===== config.mk =====
export PLATFORM = sky130hd
export DESIGN_NAME = crb_regif
export DESIGN_NICKNAME = d
export VERILOG_FILES = /design/src/rtl/crb_pkg.sv /design/src/rtl/crb_loc_ctl.sv /design/src/rtl/crb_exec_ctl.sv /design/src/rtl/crb_read_mux.sv /design/src/rtl/crb_regif.sv
export SDC_FILE = /design/constraint.sdc
export NUM_CORES = 1
export LEC_CHECK = 0
export ABC_AREA = 1
export BUFFER_PORTS_ARGS = -buffer_cell sky130_fd_sc_hd__buf_2
export CELL_PAD_IN_SITES_DETAIL_PLACEMENT = 1
export CELL_PAD_IN_SITES_GLOBAL_PLACEMENT = 2
export CORE_MARGIN = 3
export CORE_UTILIZATION = 21
export CTS_BUF_LIST = sky130_fd_sc_hd__clkbuf_16
export DETAILED_ROUTE_END_ITERATION = 7
export GPL_ROUTABILITY_DRIVEN = 0
export HOLD_SLACK_MARGIN = 0.08
export PLACE_DENSITY = 0.93
export SETUP_SLACK_MARGIN = 0.4
export SYNTH_ARGS = -nofsm -noshare
export SYNTH_HDL_FRONTEND = slang
export SYNTH_SLANG_ARGS = --single-unit

===== constraint.sdc =====
create_clock -name clk_i -period 4 [get_ports clk_i]
set_input_delay 0.8 -clock clk_i [delete_from_list [all_inputs] [get_ports clk_i]]
set_output_delay 0.8 -clock clk_i [all_outputs]
set_load 0.005 [all_outputs]

===== src/rtl/crb_pkg.sv =====
package crb_pkg;
  localparam int unsigned OFF_W = 12;

  localparam logic [OFF_W-1:0] OFF_LOC_STATE = 12'h000;
  localparam logic [OFF_W-1:0] OFF_LOC_CTRL  = 12'h008;
  localparam logic [OFF_W-1:0] OFF_LOC_STS   = 12'h00C;
  localparam logic [OFF_W-1:0] OFF_INTF_ID   = 12'h030;
  localparam logic [OFF_W-1:0] OFF_CTRL_REQ  = 12'h040;
  localparam logic [OFF_W-1:0] OFF_CTRL_STS  = 12'h044;
  localparam logic [OFF_W-1:0] OFF_CANCEL    = 12'h048;
  localparam logic [OFF_W-1:0] OFF_START     = 12'h04C;
  localparam logic [OFF_W-1:0] OFF_CMD_SIZE  = 12'h058;
  localparam logic [OFF_W-1:0] OFF_CMD_ADDR  = 12'h05C;
  localparam logic [OFF_W-1:0] OFF_RSP_SIZE  = 12'h064;
  localparam logic [OFF_W-1:0] OFF_RSP_ADDR  = 12'h068;

  localparam logic [31:0] CODE_REQ_ACCESS = 32'h1;
  localparam logic [31:0] CODE_RELINQUISH = 32'h2;
  localparam logic [31:0] CODE_CMD_READY  = 32'h1;
  localparam logic [31:0] CODE_GO_IDLE    = 32'h2;
  localparam logic [31:0] CODE_INVOKE     = 32'h1;

  typedef struct packed {
    logic [3:0] if_type;
    logic [3:0] if_ver;
    logic       cap_loc;
    logic       cap_bypass;
    logic       rsvd0;
    logic [1:0] cap_xfer;
    logic       cap_fifo;
    logic       cap_crb;
    logic       rsvd1;
    logic [1:0] selector;
    logic [4:0] rsvd2;
    logic [7:0] rev;
  } intf_id_t;

  function automatic logic [31:0] intf_id_word();
    logic [31:0] w;
    w = '0;
    w[3:0]   = 4'd1;   // crb active
    w[7:4]   = 4'd1;   // version
    w[8]     = 1'b0;   // locality 0 only
    w[9]     = 1'b0;   // no idle bypass
    w[12:11] = 2'b11;  // 64-byte transfers
    w[13]    = 1'b0;   // no fifo
    w[14]    = 1'b1;   // crb supported
    w[18:17] = 2'd1;   // selector
    w[31:24] = 8'd0;   // revision
    return w;
  endfunction
endpackage


===== src/rtl/crb_loc_ctl.sv =====
module crb_loc_ctl #(
  parameter int unsigned LOC_W = 4
) (
  input  logic             clk_i,
  input  logic             rst_ni,
  input  logic             wr_i,
  input  logic [31:0]      wval_i,
  input  logic [LOC_W-1:0] page_i,
  output logic             assigned_o,
  output logic             granted_o,
  output logic             seized_o,
  output logic [LOC_W-1:0] act_o
);
  import crb_pkg::*;

  always_ff @(posedge clk_i or negedge rst_ni) begin
    if (!rst_ni) begin
      assigned_o <= 1'b0;
      granted_o  <= 1'b0;
      seized_o   <= 1'b0;
      act_o      <= '0;
    end else if (wr_i) begin
      if (wval_i == CODE_REQ_ACCESS) begin
        assigned_o <= 1'b1;
        granted_o  <= 1'b1;
        seized_o   <= 1'b0;
        act_o      <= page_i;
      end else if (wval_i == CODE_RELINQUISH) begin
        assigned_o <= 1'b0;
        granted_o  <= 1'b0;
      end
    end
  end
endmodule


===== src/rtl/crb_exec_ctl.sv =====
module crb_exec_ctl #(
  parameter int unsigned LOC_W = 4
) (
  input  logic             clk_i,
  input  logic             rst_ni,
  input  logic             req_wr_i,
  input  logic             start_wr_i,
  input  logic             cancel_wr_i,
  input  logic [31:0]      wval_i,
  input  logic [LOC_W-1:0] page_i,
  input  logic             assigned_i,
  input  logic [LOC_W-1:0] act_i,
  input  logic             done_i,
  input  logic             err_i,
  output logic             idle_o,
  output logic             fatal_o,
  output logic             busy_o,
  output logic             start_req_o,
  output logic             cancel_req_o
);
  import crb_pkg::*;

  logic launch, cancel_ok;

  assign launch    = start_wr_i && (wval_i == CODE_INVOKE) && !busy_o &&
                     assigned_i && (act_i == page_i);
  assign cancel_ok = cancel_wr_i && (wval_i == CODE_INVOKE) && busy_o;

  always_ff @(posedge clk_i or negedge rst_ni) begin
    if (!rst_ni) begin
      idle_o       <= 1'b1;
      fatal_o      <= 1'b0;
      busy_o       <= 1'b0;
      start_req_o  <= 1'b0;
      cancel_req_o <= 1'b0;
    end else begin
      start_req_o  <= launch;
      cancel_req_o <= cancel_ok;
      if (req_wr_i && wval_i == CODE_CMD_READY) idle_o <= 1'b0;
      else if (req_wr_i && wval_i == CODE_GO_IDLE) idle_o <= 1'b1;
      if (launch) busy_o <= 1'b1;
      else if (done_i) busy_o <= 1'b0;
      if (done_i && err_i) fatal_o <= 1'b1;
    end
  end
endmodule


===== src/rtl/crb_read_mux.sv =====
module crb_read_mux #(
  parameter int unsigned LOC_W     = 4,
  parameter logic [31:0] WIN_BYTES = 32'h1000,
  parameter logic [31:0] BUF_OFF   = 32'h80,
  parameter logic [31:0] BASE_ADDR = 32'hFED40000
) (
  input  logic [crb_pkg::OFF_W-1:0] off_i,
  input  logic                      established_i,
  input  logic                      assigned_i,
  input  logic [LOC_W-1:0]          act_i,
  input  logic                      granted_i,
  input  logic                      seized_i,
  input  logic                      idle_i,
  input  logic                      fatal_i,
  input  logic                      busy_i,
  output logic [31:0]               rdata_o
);
  import crb_pkg::*;

  localparam logic [31:0] BUF_SIZE = WIN_BYTES - BUF_OFF;
  localparam logic [31:0] BUF_ADDR = BASE_ADDR + BUF_OFF;

  logic [OFF_W-1:0] word_off;
  logic [31:0]      word;

  assign word_off = {off_i[OFF_W-1:2], 2'b00};

  always_comb begin
    word = '0;
    unique case (word_off)
      OFF_LOC_STATE: begin
        word[0]         = ~established_i;
        word[1]         = assigned_i;
        word[2+:LOC_W]  = act_i;
        word[7]         = 1'b1;
      end
      OFF_LOC_STS:  word[1:0] = {seized_i, granted_i};
      OFF_INTF_ID:  word = intf_id_word();
      OFF_CTRL_STS: word[1:0] = {idle_i, fatal_i};
      OFF_START:    word[0] = busy_i;
      OFF_CMD_SIZE, OFF_RSP_SIZE: word = BUF_SIZE;
      OFF_CMD_ADDR, OFF_RSP_ADDR: word = BUF_ADDR;
      default:      word = '0;
    endcase
  end

  assign rdata_o = word >> {off_i[1:0], 3'b000};
endmodule


===== src/rtl/crb_regif.sv =====
module crb_regif #(
  parameter int unsigned ADDR_W    = 16,
  parameter int unsigned LOC_W     = 4,
  parameter logic [31:0] WIN_BYTES = 32'h1000,
  parameter logic [31:0] BUF_OFF   = 32'h80,
  parameter logic [31:0] BASE_ADDR = 32'hFED40000
) (
  input  logic              clk_i,
  input  logic              rst_ni,
  input  logic              req_i,
  input  logic              we_i,
  input  logic [ADDR_W-1:0] addr_i,
  input  logic [1:0]        size_i,
  input  logic [31:0]       wdata_i,
  output logic [31:0]       rdata_o,
  output logic              start_req_o,
  output logic              cancel_req_o,
  input  logic              done_i,
  input  logic              err_i,
  input  logic              established_i,
  output logic [7:0]        active_loc_o
);
  import crb_pkg::*;

  logic [OFF_W-1:0] off;
  logic [LOC_W-1:0] page;
  logic [31:0]      wmask, wval;
  logic             wr_ok;
  logic             assigned, granted, seized, idle, fatal, busy;
  logic [LOC_W-1:0] act;

  assign off   = addr_i[OFF_W-1:0];
  assign page  = addr_i[OFF_W+:LOC_W];
  assign wr_ok = req_i && we_i && (off[1:0] == 2'b00);

  for (genvar b = 0; b < 4; b++) begin : g_mask
    assign wmask[8*b+:8] = (size_i >= 2'(b)) ? 8'hFF : 8'h00;
  end
  assign wval = wdata_i & wmask;

  crb_loc_ctl #(.LOC_W(LOC_W)) u_loc (
    .clk_i, .rst_ni,
    .wr_i      (wr_ok && off == OFF_LOC_CTRL),
    .wval_i    (wval),
    .page_i    (page),
    .assigned_o(assigned),
    .granted_o (granted),
    .seized_o  (seized),
    .act_o     (act)
  );

  crb_exec_ctl #(.LOC_W(LOC_W)) u_exec (
    .clk_i, .rst_ni,
    .req_wr_i    (wr_ok && off == OFF_CTRL_REQ),
    .start_wr_i  (wr_ok && off == OFF_START),
    .cancel_wr_i (wr_ok && off == OFF_CANCEL),
    .wval_i      (wval),
    .page_i      (page),
    .assigned_i  (assigned),
    .act_i       (act),
    .done_i, .err_i,
    .idle_o      (idle),
    .fatal_o     (fatal),
    .busy_o      (busy),
    .start_req_o, .cancel_req_o
  );

  crb_read_mux #(
    .LOC_W(LOC_W), .WIN_BYTES(WIN_BYTES), .BUF_OFF(BUF_OFF), .BASE_ADDR(BASE_ADDR)
  ) u_rd (
    .off_i(off), .established_i,
    .assigned_i(assigned), .act_i(act), .granted_i(granted), .seized_i(seized),
    .idle_i(idle), .fatal_i(fatal), .busy_i(busy),
    .rdata_o
  );

  assign active_loc_o = assigned ? {{(8-LOC_W){1'b0}}, act} : 8'hFF;
endmodule


* After elaboration in Yosys (flattened, before gate mapping)
Cells that the tools add are included.
Word-level totals: register bits 10, bits in latches 0, bits in writable memories 0, ROM bits 0, input bits 57, output and inout bits 42, word-level logic and storage cells 71, memories kept 0
Cells by class: $add $sub $neg 0, multipliers 0, div/mod/pow operators 0, $lt $le $gt $ge 4, equal/unequal tests 15, shifts and indexed selects 1, multiplexer cells 16, bitwise gates (word level) 2, reduce and logical (&&, ||, !) cells 26
Operators by type and width (count):
- $pmux 24 s3 | 1
- $eq 10x5->1 const B | 6
- $mux 8 | 5
- $eq 12x7->1 const B | 3
- $and 32x32->32 | 1
- $eq 32x1->1 const B | 1
- $eq 32x2->1 const B | 1
- $shr 32x5->32 | 1
- $logic_and 1x1->1 | 15
- $eq 12x4->1 const B | 1
- $logic_not 12->1 | 1
- $eq 10x2->1 const B | 1
- $eq 10x4->1 const B | 1
- $pmux 4 s2 | 1
- $mux 1 | 7
- $reduce_bool 2->1 | 3
- $pmux 1 s5 | 1
- $reduce_or 5->1 | 1
- $eq 4x4->1 | 1
- $ge 2x1->1 const B | 2
- $ge 2x2->1 const B | 2
- $reduce_and 2->1 | 2
- $reduce_or 2->1 | 2
- $logic_not 2->1 | 1
- other kinds (3) | 3

* Logic depth before layout (Yosys ltp)
Gate-level depths: netlist of run 1.
word-level depth 9, depth in mapped cells 11, mapped depth without buffers 10

* By module
From an unflattened synthesis of run 1, not the netlist that was laid out.
Unflattened totals: cell total of the unflattened synthesis 382, area total of the unflattened synthesis 2020.7 um2
By module, submodules not included:
- crb_read_mux | times used 1, cells each 120, area each 621.8 um2, seq. area each 0.0 um2
- crb_exec_ctl | times used 1, cells each 89, area each 493.0 um2, seq. area each 126.4 um2
- crb_loc_ctl | times used 1, cells each 78, area each 460.4 um2, seq. area each 125.1 um2
- crb_regif | times used 1, cells each 95, area each 445.4 um2, seq. area each 0.0 um2

* Worst setup path before layout of run 1
Ideal clock, no wire load.
path type input -> output, start point in addr_i[11], end point out rdata_o[14], arrival time 1858 ps, data required time 3200 ps, slack 1342 ps, stages 10, path buffers 1, cell sequence nor2_2 -> nand2_1 -> nor2_4 -> nand2_2 -> inv_2 -> nand2_4 -> nor2_4 -> inv_2 -> o21ai_0 -> buf_4
On the way: word-level cells in the longest chain between the ends 4, elaborated cells between the ends (all ways) 9, classes of those cells eq/ne (5); shift (1); mux (1); reduce/logical (2)
RTL lines:
- start: declaration | RTL line crb_regif.sv:12 | input logic [ADDR_W-1:0] addr_i,
- $eq 10x5->1 | RTL line crb_read_mux.sv:30 | unique case (word_off)
- $reduce_or 2->1 (on tied branches)
- $pmux 24 s3 (*) | RTL line crb_read_mux.sv:30
- $shr 32x5->32 (*) | RTL line crb_read_mux.sv:47 | assign rdata_o = word >> {off_i[1:0], 3'b000};
- end: declaration | RTL line crb_regif.sv:15 | output logic [31:0] rdata_o,
Every way passes the cells marked *; elsewhere a longest branch is shown, timed or not.

* Final worst setup path of run 1
start point in addr_i[2], end point out rdata_o[14]
Same word-level chain as after synthesis.

==> impl_metrics.json, run 1 <==
{
  "synth_cell_type_count": 29,
  "synth_top_area_cell": "nand2_1",
  "reg2reg_depth": 6,
  "htreeDepth": 1,
  "dp_cells": 396,
  "finalCritPeriodShare": 0.719,
  "reg2reg_to": "u_exec.busy_o$_DFFE_PN0P_",
  "cp_max_fo": 5,
  "fin_util": 0.301,
  "die_w_um": 89.1,
  "crit_path_end_kind": "output port",
  "dp_hpwl_um": 4250,
  "cellPowerDensity_nw_per_um2": 188,
  "synthArstFlopShare": 1.00,
  "worstPathArrival_ns": 2.08,
  "total_power_mw": 0.369,
  "cts_made_buffers": 3,
  "drc": 0,
  "synth.most_common_cell": "nand2_1",
  "status": "finished, final reports clean",
  "final-setup-viol-count": 0,
  "ant_nets": 0,
  "grt_antenna_before_repair": 0,
  "synth.cell_area_um2": 1450,
  "via_count": 1792,
  "pin_count": 99,
  "worst_hold_path_type": "in2async",
  "synth_top_cells_by_count": "63 x nand2_1, 34 x nor2_1, 30 x nand3_1",
  "grt_pass1_vias": 1785,
  "hold_buffers": 0,
  "clkTransAtPathRegs_ns": 0.04,
  "overflow": 0,
  "antennaDiodeCount": 0,
  "routed_wl_um": 4890,
  "synth_top_area_share": 0.163,
  "io_buffers": 96,
  "rsz0062_at_grt": "false",
  "detail_route.iter0.violations": 31,
  "fin_area_um2": 1960,
  "routedWlPerCell_um": 12.2,
  "track_usage": 0.126,
  "post-place-ws_ns": 1.08,
  "required_ns": 3.20,
  "maxCapViolCount": 0,
  "leakage_nw": 1.13,
  "synth_edf_count": 0,
  "clkLatencyLatePin_ns": 0.24,
  "die_area_um2": 7930,
  "final-instance-count-excl-fill": 400,
  "clock_sinks": 10,
  "core_um2": 6530,
  "post_cts_buffers": 0,
  "fin_worst_skew_ns": 0.00448,
  "avgSynthCellArea_um2": 6.01,
  "ys_ff_latch": 10,
  "cts_max_path_buffers": 2,
  "slew_violations": 0,
  "hold_viol_final": 0,
  "die_h_um": 89.1,
  "yosys_warnings": 0,
  "nets": 381,
  "final.setup.tns_ns": 0,
  "hold_slack_ns": 0.417,
  "area_growth_pct": 35.6,
  "grt_max_degree": 16,
  "reg2reg_from": "u_loc.assigned_o$_DFFE_PN0P_",
  "crit_type": "in2out",
  "fmax_mhz": 348,
  "cts_tree": "yes",
  "yosysSeqAreaShare": 0.174,
  "ff2ff_setup_slack_ns": 2.72,
  "syn_inst": 241,
  "place_area_um2": 1890,
  "fill_cells": 915,
  "start_util": 0.222,
  "startpoint_type": "input pin",
  "ir_drop_v": 0.000111,
  "fin_crit_ns": 2.88,
  "yosys-top-cells-area": "nand2_1 16%, dfrtp_1 16%, nand3_1 10%",
  "ys.flop_type": "dfrtp_1",
  "ctsResizeCount": 0,
  "drt_first_pass_iters": 4,
  "ctsRootBufferMaster": "clkbuf_16",
  "drive_gt1_frac": 0.406,
  "routed_via_density": 4.48,
  "fin_ws_ns": 1.12,
  "rows": 29,
  "grt_pass1_wl_um": 8020
}
cell families after synthesis:
kind of cell	after synthesis	share of synthesized area
and+or+nand+nor	164	0.582
buffers and inverters	49	0.177
AOI/OAI and AO/OA	17	0.0648
DFF	10	0.174
other	1	0.00259
worst max-delay path: stages:
cell     delay (ns)
buf_2          0.14
nor2_1         0.16
nand2_1        0.07
nor2_1         0.21
nand2_1        0.16
nand2_1        0.09
o21ai_1        0.09
o21ai_0        0.21
buf_2          0.15
layout make-up:
type / instances / area [µm²] / share of cell area
inverter: 30 / 113 / 0.0573
tap: 77 / 96.3 / 0.0490
clock inverter: 1 / 3.75 / 0.00191
sequential: 10 / 251 / 0.128
timing repair buffer: 96 / 480 / 0.245
multi-input combinational: 183 / 945 / 0.481
clock buffer: 3 / 75.1 / 0.0382
worst max-delay path by stage:
stage | startpoint | to | slack [ns] | depth (start not counted)
finish | addr_i[2] | rdata_o[14] | 1.12 | 9
global route | addr_i[9] | rdata_o[12] | 0.82 | 9
CTS | addr_i[2] | rdata_o[14] | 1.07 | 9
detailed placement | addr_i[2] | rdata_o[14] | 1.08 | 9
global placement | addr_i[9] | rdata_o[12] | 1.16 | 9
floorplan | addr_i[11] | rdata_o[14] | 1.34 | 10
state kept, by name (all words and copies together) (netlist names):
name,count
u_exec.busy_o,1
u_exec.cancel_req_o,1
u_exec.fatal_o,1
u_exec.idle_o,1
u_exec.start_req_o,1
u_loc.act_o,4
u_loc.assigned_o,1
placed cells by master (no fill, tap or decap), types with 4 or more instances in the layout:
cell     count
o21ai_0      8
inv_2        6
nor2_2       5
buf_2       96
nand4_1      8
dfrtp_1      9
nor2_4       4
nand2_2      5
inv_1       24
nor2_1      34
nand3_1     30
nand2_1     63
layer usage:
metal	wire length (µm)	vias to the layer above	GRT usage
met4	46	0	0.0325
met5	0	-	0
met2	2270	76	0.221
met1	2120	799	0.154
met3	458	5	0.0323
li1	-	912	-
where the power goes:
group / internal, mW / leakage [nW] / total, mW / switching (mW)
Clock: 0.131 / 0.0385 / 0.180 / 0.0488
Combinational: 0.0355 / 0.963 / 0.0873 / 0.0518
Sequential: 0.102 / 0.131 / 0.102 / 0.0000000132
Total: 0.268 / 1.13 / 0.369 / 0.101
No activity file was read; power rests on OpenSTA's default activity.
==> run 2: changes to the inputs <==
CORE_UTILIZATION = 19   (was 21)
PLACE_DENSITY = 0.86   (was 0.93)
clock period = 2.8 ns   (was 4 ns; I/O delays follow)
==> run 2 against run 1 <==
Against the previous run: count of clock-buffer cells in the layout is the same; register-to-register slack lost 1.2 ns; global-route usage shrank 1.8 points; largest cell class unchanged.
==> impl_metrics.json, run 2 (synthesized netlist as in run 1, its figures left out) <==
{
  "status": "finished, final reports clean",
  "fin_area_um2": 2040,
  "worstPathCellList": "buf_2 -> nor2_1 -> nand2_1 -> nor2_4 -> nand2_1 -> inv_2 -> nand3_1 -> a21o_1 -> nand2_1 -> buf_2",
  "rows": 31,
  "required_ns": 2.24,
  "grt_antenna_before_repair": 0,
  "startpoint_type": "input pin",
  "overflow": 0,
  "fin_worst_skew_ns": 0.00619,
  "cp_max_fo": 5,
  "routed_wl_um": 4960,
  "final_common_cell": "buf_2",
  "hold_buffers": 0,
  "crit_path_end_kind": "output port",
  "wl_met3_um": 467,
  "io_buffers": 96,
  "finalCritPeriodShare": 0.816,
  "antennaDiodeCount": 0,
  "clkTransAtPathRegs_ns": 0.04,
  "cellPowerDensity_nw_per_um2": 259,
  "crit_path_start": "addr_i[2]",
  "worst_hold_path_type": "in2async",
  "grt_pass1_wl_um": 7800,
  "top_register": "u_loc.act_o",
  "fmax_mhz": 438,
  "core_um2": 7330,
  "leakage_nw": 1.15,
  "top_layer": "met4",
  "detail_route.iter0.violations": 36,
  "worst_path_most_repeated_cell": "nand2_1",
  "ant_nets": 0,
  "reg2reg_from": "u_loc.assigned_o$_DFFE_PN0P_",
  "worstPathArrival_ns": 1.73,
  "reg2reg_depth": 6,
  "cts_tree": "yes",
  "clock_sinks": 10,
  "place_area_um2": 1910,
  "track_usage": 0.109,
  "grt_max_degree": 16,
  "crit_type": "in2out",
  "routed_via_density": 4.21,
  "routedWlPerCell_um": 11.7,
  "cp_slowest_cell": "a21o_1",
  "via_count": 1783,
  "wl_met1_um": 2180,
  "final-setup-viol-count": 0,
  "largest_reg_flops": 4,
  "rsz0062_at_grt": "true",
  "final_cell_mix": "96 x buf_2, 61 x nand2_1, 30 x nand3_1",
  "start_util": 0.198,
  "cpPeakStageDelay_ns": 0.16,
  "area_growth_pct": 40.8,
  "fin_util": 0.278,
  "nets": 383,
  "die_area_um2": 8710,
  "hold_viol_final": 0,
  "maxCapViolCount": 0,
  "clkLatencyLatePin_ns": 0.24,
  "drive_gt1_frac": 0.431,
  "fill_cells": 987,
  "drt_first_pass_iters": 4,
  "die_w_um": 93.3,
  "slew_violations": 0,
  "pin_count": 99,
  "grt_pass1_vias": 1732,
  "htreeDepth": 1,
  "ir_drop_v": 0.000148,
  "wl_met2_um": 2260,
  "cts_made_buffers": 3,
  "die_h_um": 93.3,
  "cts_max_path_buffers": 2,
  "drc": 0,
  "fin_crit_ns": 2.29,
  "ctsRootBufferMaster": "clkbuf_16",
  "total_power_mw": 0.527,
  "final.setup.tns_ns": 0,
  "dp_hpwl_um": 4280
}
-- run 2: stage by stage --
| step | std cells | hold slack, ns | setup slack [ns] |
|---|---|---|---|
| floorplan | 242 | 0.264 | 0.622 |
| global placement | 418 | 0.434 | 0.437 |
| detailed placement | 418 | 0.432 | 0.385 |
| CTS | 422 | 0.183 | 0.401 |
| global route | 424 | 0.190 | 0.394 |
| finish | 424 | 0.179 | 0.515 |
-- run 2: layout make-up --
| type | count | area, µm² | area share |
|---|---|---|---|
| Sequential cell | 10 | 251 | 0.123 |
| Clock buffer | 3 | 75.1 | 0.0368 |
| Timing Repair Buffer | 98 | 495 | 0.243 |
| Multi-Input combinational cell | 183 | 977 | 0.479 |
| Tap cell | 99 | 124 | 0.0607 |
| Clock inverter | 1 | 3.75 | 0.00184 |
| Inverter | 30 | 113 | 0.0552 |
-- run 2: worst max-delay path, delay by kind of cell --
kind                   cells  cell delay (ns)
AO/OA/AOI/OAI              1             0.16
buffers and inverters      3             0.35
AND/OR/NAND/NOR            6             0.67
-- run 2: repair_timing --
action | 4_1_cts | 5_1_grt
pin swaps | 0 | 1
setup endpoints to repair | 2 | 13
resized for setup | 1 | 10
setup buffers | 0 | 2
-- run 2: layer usage --
metal  global-route usage  up-vias
met5                    0        -
met4               0.0232        0
met3               0.0257        6
met2                0.186       81
met1                0.138      773
li1                     -      923
-- run 2: worst paths after layout --
path / end / slack [ns]
setup reg to reg: u_exec.busy_o$_DFFE_PN0P_ / 1.54
hold reg to reg: u_exec.fatal_o$_DFFE_PN0P_ / 0.46
min in group clk_i: u_exec.fatal_o$_DFFE_PN0P_ / 0.46
hold / removal: u_exec.cancel_req_o$_DFF_PN0_ / 0.18
max in group asynchronous: u_exec.idle_o$_DFFE_PN1P_ / 2.36
setup / recovery: rdata_o[4] / 0.51
-- run 2: power breakdown --
part	leakage, nW	switching [mW]	internal (mW)
combinational	0.976	0.0768	0.0537
sequential	0.131	0.0000000182	0.145
clock	0.0423	0.0646	0.187
total	1.15	0.141	0.386
